### src/rtl/sport_pkg.sv
package sport_pkg;

  // 1 when slot position pos carries payload
  function automatic logic in_payload(int pos, int slot_w, int data_w, logic front);
    if (front) return pos < data_w;
    return pos >= (slot_w - data_w);
  endfunction

  // sample bit index carried at slot position pos
  function automatic int payload_index(int pos, int slot_w, int data_w, logic front, logic msb);
    int k;
    k = front ? pos : pos - (slot_w - data_w);
    return msb ? (data_w - 1 - k) : k;
  endfunction

endpackage

### src/rtl/sport_sync.sv
module sport_sync #(
  parameter int   STAGES  = 2,
  parameter logic RST_VAL = 1'b0
) (
  input  logic clk,
  input  logic rst_n,
  input  logic d,
  output logic q
);
  logic [STAGES-1:0] sr;

  always_ff @(posedge clk or negedge rst_n) begin
    if (!rst_n) sr <= {STAGES{RST_VAL}};
    else        sr <= {sr[STAGES-2:0], d};
  end

  assign q = sr[STAGES-1];
endmodule

### src/rtl/sport_clkgen.sv
module sport_clkgen #(
  parameter int DIV_HALF  = 6,
  parameter int SLOT_BITS = 32
) (
  input  logic clk,
  input  logic rst_n,
  input  logic en,
  output logic bclk,
  output logic lrclk
);
  localparam int FRAME_BITS = 2 * SLOT_BITS;
  localparam int CW = $clog2(FRAME_BITS);
  localparam int DW = $clog2(DIV_HALF + 1);

  logic [DW-1:0] div;
  logic [CW-1:0] cnt;
  logic [CW-1:0] cnt_nxt;

  assign cnt_nxt = cnt + CW'(1);

  always_ff @(posedge clk or negedge rst_n) begin
    if (!rst_n) begin
      div   <= '0;
      cnt   <= '1;
      bclk  <= 1'b1;
      lrclk <= 1'b0;
    end else if (!en) begin
      div   <= '0;
      cnt   <= '1;
      bclk  <= 1'b1;
      lrclk <= 1'b0;
    end else if (div == DW'(DIV_HALF - 1)) begin
      div  <= '0;
      bclk <= ~bclk;
      if (bclk) begin
        cnt   <= cnt_nxt;
        lrclk <= (cnt_nxt < CW'(SLOT_BITS));
      end
    end else begin
      div <= div + DW'(1);
    end
  end
endmodule

### src/rtl/sport_framer.sv
module sport_framer #(
  parameter int SLOT_BITS = 32
) (
  input  logic                               clk,
  input  logic                               rst_n,
  input  logic                               bclk_s,
  input  logic                               lrclk_s,
  output logic                               fall_ev,
  output logic                               rise_ev,
  output logic                               frame_start,
  output logic                               locked,
  output logic [$clog2(2*SLOT_BITS)-1:0]     bit_idx
);
  localparam int CW = $clog2(2 * SLOT_BITS);

  logic bclk_q;
  logic lr_at_fall;

  assign fall_ev     = bclk_q & ~bclk_s;
  assign rise_ev     = ~bclk_q & bclk_s;
  assign frame_start = fall_ev & lrclk_s & ~lr_at_fall;

  always_ff @(posedge clk or negedge rst_n) begin
    if (!rst_n) begin
      bclk_q     <= 1'b1;
      lr_at_fall <= 1'b0;
      locked     <= 1'b0;
      bit_idx    <= '1;
    end else begin
      bclk_q <= bclk_s;
      if (fall_ev) begin
        lr_at_fall <= lrclk_s;
        if (frame_start) begin
          bit_idx <= '0;
          locked  <= 1'b1;
        end else begin
          bit_idx <= bit_idx + CW'(1);
        end
      end
    end
  end
endmodule

### src/rtl/sport_tx.sv
module sport_tx
  import sport_pkg::*;
#(
  parameter int SLOT_BITS = 32,
  parameter int DATA_BITS = 16
) (
  input  logic                           clk,
  input  logic                           rst_n,
  input  logic                           fall_ev,
  input  logic                           frame_start,
  input  logic                           locked,
  input  logic [$clog2(2*SLOT_BITS)-1:0] bit_idx,
  input  logic                           front,
  input  logic                           msb,
  input  logic [DATA_BITS-1:0]           tx_l,
  input  logic [DATA_BITS-1:0]           tx_r,
  output logic                           sdata
);
  localparam int CW = $clog2(2 * SLOT_BITS);

  logic [DATA_BITS-1:0] sh_l, sh_r, word, shifted;
  logic                 drive_q;
  logic                 nxt_bit;
  int                   pos, sel;

  always_comb begin
    pos     = int'(bit_idx[CW-2:0]);
    sel     = payload_index(pos, SLOT_BITS, DATA_BITS, front, msb);
    word    = bit_idx[CW-1] ? sh_r : sh_l;
    shifted = word >> sel;
    nxt_bit = locked && in_payload(pos, SLOT_BITS, DATA_BITS, front) && shifted[0];
  end

  always_ff @(posedge clk or negedge rst_n) begin
    if (!rst_n) begin
      sh_l    <= '0;
      sh_r    <= '0;
      drive_q <= 1'b0;
      sdata   <= 1'b0;
    end else begin
      drive_q <= fall_ev;
      if (frame_start) begin
        sh_l <= tx_l;
        sh_r <= tx_r;
      end
      if (drive_q) sdata <= nxt_bit;
    end
  end
endmodule

### src/rtl/sport_rx.sv
module sport_rx
  import sport_pkg::*;
#(
  parameter int SLOT_BITS = 32,
  parameter int DATA_BITS = 16
) (
  input  logic                           clk,
  input  logic                           rst_n,
  input  logic                           rise_ev,
  input  logic                           locked,
  input  logic [$clog2(2*SLOT_BITS)-1:0] bit_idx,
  input  logic                           front,
  input  logic                           msb,
  input  logic                           sdin_s,
  output logic [DATA_BITS-1:0]           rx_l,
  output logic [DATA_BITS-1:0]           rx_r,
  output logic                           rx_valid
);
  localparam int CW = $clog2(2 * SLOT_BITS);
  localparam logic [CW-1:0] LAST = CW'(2 * SLOT_BITS - 1);
  localparam logic [DATA_BITS-1:0] ONE = DATA_BITS'(1);

  logic [DATA_BITS-1:0] acc_l, acc_r, mask;
  logic                 take, done_q;
  int                   pos, sel;

  always_comb begin
    pos  = int'(bit_idx[CW-2:0]);
    sel  = payload_index(pos, SLOT_BITS, DATA_BITS, front, msb);
    mask = ONE << sel;
    take = rise_ev && locked && in_payload(pos, SLOT_BITS, DATA_BITS, front);
  end

  always_ff @(posedge clk or negedge rst_n) begin
    if (!rst_n) begin
      acc_l    <= '0;
      acc_r    <= '0;
      done_q   <= 1'b0;
      rx_valid <= 1'b0;
      rx_l     <= '0;
      rx_r     <= '0;
    end else begin
      if (take) begin
        if (bit_idx[CW-1]) acc_r <= sdin_s ? (acc_r | mask) : (acc_r & ~mask);
        else               acc_l <= sdin_s ? (acc_l | mask) : (acc_l & ~mask);
      end
      done_q   <= rise_ev && locked && (bit_idx == LAST);
      rx_valid <= done_q;
      if (done_q) begin
        rx_l <= acc_l;
        rx_r <= acc_r;
      end
    end
  end
endmodule

### src/rtl/stereo_sport.sv
module stereo_sport #(
  parameter int DIV_HALF    = 6,
  parameter int SYNC_STAGES = 2,
  parameter int SLOT_BITS   = 32,
  parameter int DATA_BITS   = 16
) (
  input  logic                 clk,
  input  logic                 rst_n,
  input  logic                 master_sel,
  input  logic                 front_sel,
  input  logic                 msb_sel,
  input  logic                 bclk_in,
  input  logic                 lrclk_in,
  input  logic                 sdata_in,
  input  logic [DATA_BITS-1:0] tx_left,
  input  logic [DATA_BITS-1:0] tx_right,
  output logic                 bclk_out,
  output logic                 lrclk_out,
  output logic                 clk_drive,
  output logic                 sdata_out,
  output logic [DATA_BITS-1:0] rx_left,
  output logic [DATA_BITS-1:0] rx_right,
  output logic                 rx_valid
);
  localparam int CW = $clog2(2 * SLOT_BITS);

  logic gen_bclk, gen_lrclk;
  logic src_bclk, src_lrclk;
  logic bclk_s, lrclk_s, sdin_s;
  logic fall_ev, rise_ev, frame_start, locked;
  logic [CW-1:0] bit_idx;

  sport_clkgen #(.DIV_HALF(DIV_HALF), .SLOT_BITS(SLOT_BITS)) u_gen (
    .clk(clk), .rst_n(rst_n), .en(master_sel), .bclk(gen_bclk), .lrclk(gen_lrclk)
  );

  assign bclk_out  = gen_bclk;
  assign lrclk_out = gen_lrclk;
  assign clk_drive = master_sel;
  assign src_bclk  = master_sel ? gen_bclk  : bclk_in;
  assign src_lrclk = master_sel ? gen_lrclk : lrclk_in;

  sport_sync #(.STAGES(SYNC_STAGES), .RST_VAL(1'b1)) u_sb (
    .clk(clk), .rst_n(rst_n), .d(src_bclk), .q(bclk_s));
  sport_sync #(.STAGES(SYNC_STAGES), .RST_VAL(1'b0)) u_sl (
    .clk(clk), .rst_n(rst_n), .d(src_lrclk), .q(lrclk_s));
  sport_sync #(.STAGES(SYNC_STAGES), .RST_VAL(1'b0)) u_sd (
    .clk(clk), .rst_n(rst_n), .d(sdata_in), .q(sdin_s));

  sport_framer #(.SLOT_BITS(SLOT_BITS)) u_frm (
    .clk(clk), .rst_n(rst_n), .bclk_s(bclk_s), .lrclk_s(lrclk_s),
    .fall_ev(fall_ev), .rise_ev(rise_ev), .frame_start(frame_start),
    .locked(locked), .bit_idx(bit_idx)
  );

  sport_tx #(.SLOT_BITS(SLOT_BITS), .DATA_BITS(DATA_BITS)) u_tx (
    .clk(clk), .rst_n(rst_n), .fall_ev(fall_ev), .frame_start(frame_start),
    .locked(locked), .bit_idx(bit_idx), .front(front_sel), .msb(msb_sel),
    .tx_l(tx_left), .tx_r(tx_right), .sdata(sdata_out)
  );

  sport_rx #(.SLOT_BITS(SLOT_BITS), .DATA_BITS(DATA_BITS)) u_rx (
    .clk(clk), .rst_n(rst_n), .rise_ev(rise_ev), .locked(locked),
    .bit_idx(bit_idx), .front(front_sel), .msb(msb_sel), .sdin_s(sdin_s),
    .rx_l(rx_left), .rx_r(rx_right), .rx_valid(rx_valid)
  );
endmodule

### config.mk
export PLATFORM = sky130hd
export DESIGN_NAME = stereo_sport
export DESIGN_NICKNAME = d
export VERILOG_FILES = /design/src/rtl/sport_pkg.sv /design/src/rtl/sport_sync.sv /design/src/rtl/sport_clkgen.sv /design/src/rtl/sport_framer.sv /design/src/rtl/sport_tx.sv /design/src/rtl/sport_rx.sv /design/src/rtl/stereo_sport.sv
export SDC_FILE = /design/constraint.sdc
export NUM_CORES = 1
export LEC_CHECK = 0
export BUFFER_PORTS_ARGS = -buffer_cell sky130_fd_sc_hd__buf_2
export CAP_MARGIN = 20
export CELL_PAD_IN_SITES_DETAIL_PLACEMENT = 0
export CELL_PAD_IN_SITES_GLOBAL_PLACEMENT = 1
export CORE_MARGIN = 2
export CORE_UTILIZATION = 30
export DETAILED_ROUTE_END_ITERATION = 16
export PLACE_DENSITY = 0.65
export RECOVER_POWER = 50
export SYNTH_ARGS = -nofsm -noshare
export SYNTH_HDL_FRONTEND = slang
export SYNTH_HIERARCHICAL = 1
export SYNTH_SLANG_ARGS = --single-unit
### constraint.sdc
create_clock -name clk -period 4.7 [get_ports clk]
set_input_delay 0.47 -clock clk [delete_from_list [all_inputs] [get_ports clk]]
set_output_delay 0.47 -clock clk [all_outputs]
set_load 0.01 [all_outputs]
After elaboration in Yosys (flattened, before gate mapping)
Index checks and enable logic that the tools add are counted.
Word-level totals
  bits of input ports: 40
  bits in latches: 0
  output and inout bits: 37
  memories kept: 0
  word-level logic and storage cells: 79
  flip-flop bits (word level): 126
  ROM bits: 0
  memory bits (writable): 0
Operators by class
  div/mod/pow operators: 0
  muxes and demuxes: 21
  multiply operators: 0
  $lt $le $gt $ge: 3
  bitwise operators: 14
  equal/unequal tests: 4
  reduce and logical (&&, ||, !) cells: 9
  shift operators: 2
  add/sub/neg operators: 5
Operators by type and width (count)
  32-bit two-way mux: 2
  16-bit two-way mux: 3
  16-bit bitwise AND: 2
  16-bit OR: 2
  1-bit by 32-bit << shifter with 16-bit output, first input constant: 1
  16-bit by 32-bit right shift with 1-bit output: 1
  5-bit by 32-bit subtractor with 32-bit output, first input constant: 1
  6-bit two-way mux: 4
  16-bit inverter: 1
  6-bit by 1-bit adder with 6-bit output, second input constant: 2
  1-bit two-way mux: 10
  2-bit AND reduction: 4
  6-bit equality test, second input constant: 1
  6-bit less-than comparator, second input constant: 1
  3-bit two-way mux: 2
  5-bit by 5-bit subtractor with 6-bit output, second input constant: 1
  5-bit >= comparator, second input constant: 1
  1-bit logical AND: 5
  5-bit less-than comparator, second input constant: 1
  1-bit inverter: 5
  1-bit bitwise AND: 4
  2-bit by 1-bit inequality test with 1-bit output, second input constant: 2
  3-bit by 1-bit adder with 3-bit output, second input constant: 1
  3-bit equality test, second input constant: 1

Depth between registers and ports, before layout
Gate-level depths: netlist (run 1).
  depth after elaboration: 8
  mapped depth: 8

Cells and area by module
The synthesis (run 1) kept the hierarchy.
Modules (own cells, without submodules)
  sport_rx: times used 1, seq. area each 1651.6 µm², area each 2882.8 µm², cells an instance 205
  sport_tx: times used 1, seq. area each 850.8 µm², area each 1783.0 µm², cells an instance 129
  sport_clkgen: times used 1, seq. area each 284.0 µm², area each 561.8 µm², cells an instance 52
  sport_framer: times used 1, seq. area each 234.0 µm², area each 419.2 µm², cells an instance 37
  sport_sync at u_sd ...: times used 2, seq. area each 50.0 µm², area each 50.0 µm², cells an instance 2
  sport_sync at u_sb: times used 1, seq. area each 52.6 µm², area each 52.6 µm², cells an instance 2
  stereo_sport: times used 1, seq. area each 0.0 µm², area each 30.0 µm², cells an instance 3

Worst setup path after synthesis (run 1)
No wires, ideal clock.
  kind: register to register
  start point: register u_frm.bit_idx[0]
  end point: register u_tx.sdata
  data arrival time: 1.990 ns
  path slack: 2.591 ns
  required time: 4.581 ns
  buffers on the path: 1
  clock period less this slack: 2.109 ns
  cell stages (with the launch flop): 8
  path through: dfstp_2 buf_4 xor2_4 mux4_2 a32oi_2 o22ai_1 a21oi_1 nand2_1
Between the ends
  cells in the longest elaborated chain, start to end: 6
  elaborated cells on any way between the ends: 11
RTL lines
  from (decl): line sport_framer.sv:12  | output logic [$clog2(2*SLOT_BITS)-1:0] bit_idx
  from (signal assigned): line sport_framer.sv:37  | bit_idx <= bit_idx + CW'(1);
  5-bit by 5-bit subtractor with 6-bit output: line sport_pkg.sv:12  | k = front ? pos : pos - (slot_w - data_w);
  32-bit two-way mux: line sport_pkg.sv:12
  5-bit by 32-bit subtractor with 32-bit output: line sport_pkg.sv:13  | return msb ? (data_w - 1 - k) : k;
  32-bit two-way mux: line sport_pkg.sv:13
  16-bit by 32-bit right shift with 1-bit output: line sport_tx.sv:30  | shifted = word >> sel;
  1-bit logical AND (*): line sport_tx.sv:31  | nxt_bit = locked && in_payload(pos, SLOT_BITS, DATA_BITS, front) && shifted[0];
  to (signal assigned): line sport_tx.sv:46  | if (drive_q) sdata <= nxt_bit;
  to (decl): line sport_tx.sv:17  | output logic sdata
Every way passes the cells marked *; elsewhere a longest branch is shown, timed or not. The select of a mux whose other input is x is not followed.
A chain may end at the register's enable or synchronous reset.

Final worst setup path (run 1)
Ends and elaborated chain as after synthesis.

==> results of run 1 <==
==> per-stage QoR <==
stage	worst slack, ns	utilization (%)	instances
2_1_floorplan	2.59	-	432
3_3_place_gp	2.28	34.1	748
3_5_place_dp	2.22	34.1	748
4_1_cts	2.31	37.3	780
5_1_grt	1.70	37.3	782
6_report	2.04	37.3	782
==> worst reg2reg max path, delay by kind of cell, from the launching register on <==
family          cells  cell delay, ns
xor+xnor            1            0.40
compound gates      3            0.45
simple gates        1            0.06
mux                 1            0.58
flops               1            1.07
==> per-layer routing <==
layer	part of all wire, %	vias up	track usage, %
li1	-	1707	-
met1	47	1779	16.1
met2	47	71	19.8
met3	3.8	13	3.10
met4	1.5	0	4.95
met5	0	-	0
==> worst paths after layout <==
check | from | to | slack, ns
max | u_frm/bit_idx[0] | u_tx/sdata | 2.04
min | sdata_in | u_sd/sr[0] | 0.17
max reg2reg | u_frm/bit_idx[0] | u_tx/sdata | 2.04
min reg2reg | u_sd/sr[0] | u_sd/sr[1] | 0.35
max in group asynchronous | rst_n | u_frm/lr_at_fall | 2.14
min in group asynchronous | rst_n | u_rx/rx_r[6] | 0.49
==> layout make-up <==
type | count | area (µm²) | area share [%]
flip-flops and latches | 126 | 3170 | 45.0
multi-input cells | 275 | 2490 | 35.3
clock buffers | 21 | 460 | 6.54
repair buffers | 81 | 412 | 5.84
well taps | 260 | 325 | 4.62
clock inverters | 11 | 158 | 2.24
inverters | 8 | 30.0 | 0.426
==> where the power goes <==
group | internal [mW] | switching (mW) | leakage (nW)
Sequential | 1.24 | 0.153 | 1.62
Combinational | 0.267 | 0.225 | 1.37
Clock | 0.869 | 0.494 | 0.294
==> cells in the final DEF (no fill, tap or decap), drive strengths merged, types with 3 or more instances in the layout <==
cell / netlist / routed
dfstp: 16 / 16
o21ai: 6 / 6
a21oi: 8 / 8
clkbuf: 8 / 25
dfrtp: 110 / 110
buf: 15 / 76
nand4: 4 / 4
ha: 6 / 6
xnor2: 3 / 3
mux2: 100 / 100
mux4: 6 / 6
bufinv: 0 / 3
nand2b: 8 / 8
or3: 9 / 9
clkinv: 0 / 4
nand3: 11 / 11
mux2i: 12 / 12
inv: 8 / 10
nor2: 8 / 8
xor2: 5 / 5
and2b: 3 / 3
nor2b: 3 / 3
o22ai: 5 / 5
nand3b: 4 / 4
o32ai: 4 / 4
nand4b: 4 / 4
nand2: 44 / 44
==> cells by family after synthesis <==
group	synth area share (%)
xor gates and xnor gates	1.52
and+or+nand+nor	10.9
adders and majority gates	1.29
muxes	24.5
AOI/OAI and AO/OA	4.64
buffers and inverters	2.64
DFF	54.4
==> repair_timing <==
| action | 4_1_cts | 5_1_grt |
|---|---|---|
| buffers inserted | 0 | 0 |
| hold buffers | 0 | 1 |
| endpoints found under the setup margin | 0 | 0 |
| endpoints found under the hold margin | 0 | 4 |
==> results.txt, run 1 <==
Worst-path clk slew: 0.06 ns
Post-synth ARST share: 100%
drt drc: 0
TNS Setup: 0 ns
vias in the first global route: 3740
Synth area leaders: dfrtp_1 (47%), mux2_2 (15%), dfstp_2 (7.2%), nand2_1 (2.8%), mux2_1 (2.7%)
Worst path top cell family by delay: flip-flops
crit path kind: register to register
crit path DAT: 2.96 ns
layout cell share with drive strength beyond 1: 43.5%
fillers: 1870
H-tree depth: 4
hold slack: 0.170 ns
Pwr Total: 3.25 mW
GRT overflow: 0
Die ar.: 20600 µm²
Syn Area/Cell: 13.5 µm²
failing checks: max-capacitance violations, max-slew violations
post-route ant nets: 0
commonest cells in the netlist: dfrtp_1 (110), mux2_2 (77), nand2_1 (44), dfstp_2 (16), mux2_1 (14)
Num CTS Buffers: 17
Slew @ Worst Pin: 1.84 ns
endpoint class of the critical path: register
routability cong.: 0.790
CTS root buffer: clkbuf_16
leakage: 3.28 nW
first-pass GRT wire length: 19800 µm
final wirelength: 11700 µm
Post-Route Skew: 0.00915 ns
outcome: complete, but fails checks
Cell Area, Placed: 6440 µm²
nets: 555
count leader, synth: dfrtp_1
Ports: 77
Slew Viols, Final: 106
Vias/cell: 4.57
WP depth: 6
Hold/Removal Path Class: input pin to register
CP max stage cell: dfstp_1
# diodes: 0
DIE HEIGHT: 143 µm
Starting Density: 30.9%
critical path, cell by cell: xor2_4, mux4_2, a32oi_2, o22ai_1, a21oi_1, nand2_1
Crit path buffers/inverters: 0
HPWL after detailed placement: 7740 µm
Final setup viols: 0
clk_lat worst skew: 0.41 ns
syn_nets: 478
final instance area: 7040 µm²
Die Wd: 143 µm
achievable frequency: 376 MHz
Initial DRT Pass Iterations: 5
P&R area growth vs syn: 20.8%
post-cts resize count: 0
via count: 3570
Worst IR Drop VDD: 0.000260 V
max incr delay on CP: 1.07 ns
Pwr Density: 462 nW/µm²
cell taking the most area after synthesis: dfrtp_1
crit path max fanout: 19
gr usage total: 12.4%
Hold Path Stages: 1
Slew headroom: -22.4%
Hold Vio Cnt, Final: 0
Unique masters post-synth: 60
CTS tree: built
pin count of the biggest net entering global routing: 77
CP Launch Type: register
EDFF count, synth: 0
Worst R2R Path Depth: 6
Sink Count: 126
Mapped Cells: 432
mapped cell area: 5830 µm²
core area: 18900 µm²
initial drt markers: 130
Tcrit/Tclk final: 56.6%
Yosys top cell area share: 47.2%
post-synthesis sequential area ratio: 54.4%
Synth warnings: 6
port bufs: 76
DR WL/cell: 15.0 µm
Crit path required time: 5.00 ns
row count: 50
RSZ-0062 raised after global routing: no
#FFs+latches synth: 126
dominant register cell in the synthesized netlist: dfrtp_1
Final Critical Period: 2.66 ns
initial antenna violation count: 0
CTS Buffer Depth: 2
max_cap viols: 2
Note: power is estimated with default switching activity, not from simulation.
==> run 2, diff against run 1 <==
Settings changed: PLACE_DENSITY 0.65 to 0.67.
Clock period 4.7 ns to 2.4 ns, I/O delays scaled along.
==> results.txt, run 2 (synthesis gave the netlist of run 1 again) <==
Worst R2R Setup Slack: 0.24 ns
H-tree depth: 4
Post-Route Skew: 0.0115 ns
WP depth: 6
gr usage total: 12.6%
Tcrit/Tclk final: 90.2%
CTS root buffer: clkbuf_16
CP max stage cell: dfstp_2
Worst IR Drop VDD: 0.000500 V
most common cell after layout, fill and taps aside: dfrtp_1
GRT overflow: 0
Worst path top cell family by delay: flip-flops
port bufs: 76
core area: 18900 µm²
RSZ-0062 raised after global routing: no
P&R area growth vs syn: 21.2%
achievable frequency: 462 MHz
Slew Viols, Final: 0
Hold/Removal Path Class: input pin to register
post-route ant nets: 0
DR WL/cell: 15.1 µm
initial antenna violation count: 1
first-pass GRT wire length: 19900 µm
initial drt markers: 123
most frequent cells in the layout: dfrtp_1 (110), mux2_2 (77), nand2_1 (44)
Worst-path clk slew: 0.06 ns
max_cap viols: 0
worst setup path startpoint: u_frm/bit_idx[4]
post-cts resize count: 0
pin count of the biggest net entering global routing: 48
Hold Vio Cnt, Final: 0
crit path kind: register to register
Crit path buffers/inverters: 1
layout cell share with drive strength beyond 1: 38.7%
Initial DRT Pass Iterations: 4
vias in the first global route: 3847
row count: 50
Worst R2R Path Depth: 6
Slew headroom: 23.3%
Ports: 77
via count: 3654
Final setup viols: 0
Starting Density: 30.9%
TNS Setup: 0 ns
CP Launch Type: register
Slew @ Worst Pin: 1.15 ns
Sink Count: 126
endpoint class of the critical path: register
routability cong.: 0.740
max incr delay on CP: 0.58 ns
DIE HEIGHT: 143 µm
Die ar.: 20600 µm²
worst reg2reg path startpoint: u_frm/bit_idx[4]
leakage: 3.20 nW
critical path, cell by cell: inv_1, ha_1, or3b_4, o32ai_2, nand2_1, mux2_4
Crit path required time: 2.70 ns
nets: 563
Die Wd: 143 µm
Pwr Density: 886 nW/µm²
crit path max fanout: 7
final instance area: 7060 µm²
Cell Area, Placed: 6520 µm²
Num CTS Buffers: 17
CTS Buffer Depth: 2
outcome: finished, final reports clean
final wirelength: 12000 µm
drt drc: 0
clk_lat worst skew: 0.42 ns
crit path DAT: 2.47 ns
HPWL after detailed placement: 8290 µm
Vias/cell: 4.62
CTS tree: built
Final Critical Period: 2.16 ns
## run 2: final cells by class
cell class	count	area, µm²
diodes	1	2.50
clock buffers	17	425
clock inverters	15	161
fillers	1892	11800
inverters	8	30.0
multi-input cells	275	2500
flip-flops and latches	126	3170
well taps	260	325
repair buffers	89	445
## run 2: layer usage
metal  vias up  GRT usage, %  wire, µm
li1       1725             -         -
met1      1845          16.1      5700
met2        68          19.7      5650
met3        16          3.67       431
met4         0          5.47       208
met5         -             0         0
## run 2: repair_timing
item | 4_1_cts | 5_1_grt
hold buffers | 2 | 0
endpoints found under the hold margin | 40 | 0
setup buffers | 0 | 0
endpoints found under the setup margin | 0 | 0
## run 2: how the worst min path moves through the flow
stage / cells past startpoint / from / endpoint / slack (ns)
floorplan: 0 / rst_n / u_frm/locked / -0.06
global route: 2 / tx_right[6] / u_tx/sh_r[6] / 0.03
detailed placement: 1 / rst_n / u_rx/rx_r[2] / 0.31
global placement: 1 / rst_n / u_rx/rx_r[2] / 0.31
finish: 2 / tx_left[15] / u_tx/sh_l[15] / 0.06
CTS: 2 / tx_right[12] / u_tx/sh_r[12] / 0.04
## run 2: where the power goes
| part | switching [mW] | internal (mW) | leakage [nW] | total [mW] |
|---|---|---|---|---|
| Sequential | 0.297 | 2.43 | 1.63 | 2.73 |
| Clock | 0.999 | 1.54 | 0.282 | 2.54 |
| Combinational | 0.449 | 0.540 | 1.30 | 0.989 |
| Total | 1.74 | 4.52 | 3.20 | 6.26 |
## run 2: per-stage QoR
stage | std cells | hold slack (ns) | power (mW) | utilization, % | worst slack (ns)
final | 791 | 0.0556 | 6.26 | 37.4 | 0.236
after global routing | 791 | 0.0350 | 6.59 | 37.4 | 0.147
after CTS | 790 | 0.0352 | 6.36 | 37.7 | 0.217
after detailed placement | 756 | 0.306 | 3.78 | 34.5 | 0.235
after global placement | 756 | 0.305 | 3.73 | 34.5 | 0.272
after floorplan | 432 | -0.0556 | 3.44 | - | 0.291
## run 2: worst reg2reg max path: cells and delay by family (launching register included)
kind | cells | cell delay, ns
AOI/OAI and AO/OA | 1 | 0.28
and+or+nand+nor | 2 | 0.56
adders and majority gates | 1 | 0.24
buffers and inverters | 1 | 0.07
muxes | 1 | 0.32
DFF | 1 | 0.58
==> run 3, diff against run 2 <==
Settings changed: SYNTH_HIERARCHICAL 1 to unset.
==> results.txt, run 3 <==
Compound-Gate Fraction of Synth Area: 4.15%
RSZ-0062 raised after global routing: no
drt drc: 0
Vias/cell: 4.70
leakage: 3.17 nW
largest family of logic cells by synthesized area: multiplexers
initial drt markers: 167
via count: 3627
hold_sp: tx_right[13]
CTS root buffer: clkbuf_16
Slew Viols, Final: 127
failing checks: max-capacitance violations, max-slew violations
crit path DAT: 2.50 ns
max_cap viols: 1
Slew @ Worst Pin: 1.71 ns
row count: 50
final core occ: 37.0%
final wirelength: 12200 µm
Slew headroom: -13.7%
outcome: complete, but fails checks
Num CTS Buffers: 17
Final setup viols: 0
count leader, synth: dfrtp_1
xor-xnor portion of the synthesized cell area: 1.25%
Reg area: 3170 µm²
syn_nets: 486
nets: 568
Hold Buf Count CTS: 2
endpoint class of the critical path: register
simple-gate share of the synthesized area: 11.0%
routability cong.: 0.801
CTS tree: built
Adder-Cell Fraction of Synth Area: 0.892%
vias in the first global route: 3870
Synth area leaders: dfrtp_1 (49%), mux2_2 (18%), dfstp_2 (7.5%), mux2_1 (3.0%), nor2_1 (2.9%)
HPWL after detailed placement: 8300 µm
worst reg2reg path startpoint: u_frm.bit_idx[4]
crit path kind: register to register
TNS Setup: 0 ns
GRT overflow: 0
P&R area growth vs syn: 22.2%
Syn Area/Cell: 12.7 µm²
post-synthesis mux area share: 23.8%
Pwr Density: 871 nW/µm²
Starting Density: 30.3%
hold endpoint: u_tx.sh_r[13]
# diodes: 0
first-pass GRT wire length: 20100 µm
#FFs+latches synth: 126
CP Launch Type: register
dominant register cell in the synthesized netlist: dfrtp_1
pin count of the biggest net entering global routing: 127
placed cells: 737
pre-CTS setup slack: 0.155 ns
Mapped Cells: 442
commonest cells in the netlist: dfrtp_1 (110), mux2_2 (89), nor2_1 (44), nand2_1 (29), dfstp_2 (16)
fillers: 1804
Worst R2R Setup Slack: 0.19 ns
DIE HEIGHT: 141 µm
most frequent cells in the layout: dfrtp_1 (110), mux2_2 (88), buf_2 (69)
DR WL/cell: 15.8 µm
Ports: 77
port bufs: 76
achievable frequency: 452 MHz
Worst-path clk slew: 0.05 ns
fin worst setup slack: 0.189 ns
most common cell after layout, fill and taps aside: dfrtp_1
layout cell share with drive strength beyond 1: 40.6%
initial antenna violation count: 0
Synth warnings: 0
Unique masters post-synth: 52
post-route ant nets: 0
Initial DRT Pass Iterations: 4
Hold Vio Cnt, Final: 0
Final Critical Period: 2.21 ns
EDFF count, synth: 0
Die ar.: 19800 µm²
Die Wd: 141 µm
Worst IR Drop VDD: 0.000483 V
Sink Count: 126
cell taking the most area after synthesis: dfrtp_1
H-tree depth: 4
Worst R2R Path Depth: 7
final non-filler cell total: 771
# Post-CTS Setup Buffers: 0
Hold Path Stages: 2
Post-synth ARST share: 100%
mapped cell area: 5610 µm²
post-synthesis sequential area ratio: 56.6%
Tcrit/Tclk final: 92.1%
Crit path required time: 2.69 ns
core area: 18500 µm²
clk_lat worst skew: 0.41 ns
area of the multi-input gates: 2310 µm²
crit path max fanout: 6
Pwr Total: 5.97 mW
gr usage total: 13.0%
post-cts resize count: 0
Yosys top cell area share: 49.1%
Hold/Removal Path Class: input pin to register
Post-Route Skew: 0.00823 ns
CTS Buffer Depth: 2
run 3: worst max path at each step:
stage	from	slack [ns]	end	cells past startpoint
after floorplan	u_frm.bit_idx[4]	0.24	register	8
after global placement	u_frm.bit_idx[4]	0.18	register	7
after CTS	u_frm.bit_idx[4]	0.14	register	7
after detailed placement	u_frm.bit_idx[4]	0.16	register	7
final	u_frm.bit_idx[4]	0.19	register	7
after global routing	u_frm.bit_idx[4]	0.01	register	7
run 3: logic make-up (layout without fill, tap and decap cells):
| group | Yosys count | after routing |
|---|---|---|
| AOI/OAI and AO/OA | 33 | 33 |
| and+or+nand+nor | 124 | 124 |
| buffers and inverters | 27 | 122 |
| muxes | 120 | 120 |
| adders and majority gates | 4 | 4 |
| xor gates and xnor gates | 8 | 8 |
| DFF | 126 | 126 |
run 3: cell type report:
class,instances,share of cell area [%]
clock buffers,24,7.32
clock inverters,8,1.19
inverters,3,0.164
multi-input cells,289,33.7
flip-flops and latches,126,46.3
well taps,234,4.27
repair buffers,87,7.08
run 3: routing by layer:
metal	routed length [µm]	GRT usage, %
met2	6000	21.5
met4	175	5.21
met3	414	3.77
met1	5560	16.2
met5	0	0
run 3: metrics by stage:
stage | instance area (µm²) | hold slack (ns)
6_report | 6850 | 0.0521
4_1_cts | 6880 | 0.0309
2_1_floorplan | 5610 | -0.0556
3_3_place_gp | 6270 | 0.340
3_5_place_dp | 6270 | 0.339
5_1_grt | 6850 | 0.0418
run 3: where the power goes:
part	leakage, nW	total [mW]	switching (mW)	internal [mW]
Clock	0.271	2.47	0.911	1.56
Sequential	1.63	2.63	0.232	2.40
Combinational	1.28	0.870	0.446	0.423
Total	3.17	5.97	1.59	4.38
run 3: worst max-delay path: stages (launching register included):
cell and delay [ns]:
dfstp_2 0.54, inv_1 0.06, ha_1 0.19, or2_1 0.28, o22ai_1 0.31, nand2_1 0.20, nor2_1 0.16, mux2_2 0.35
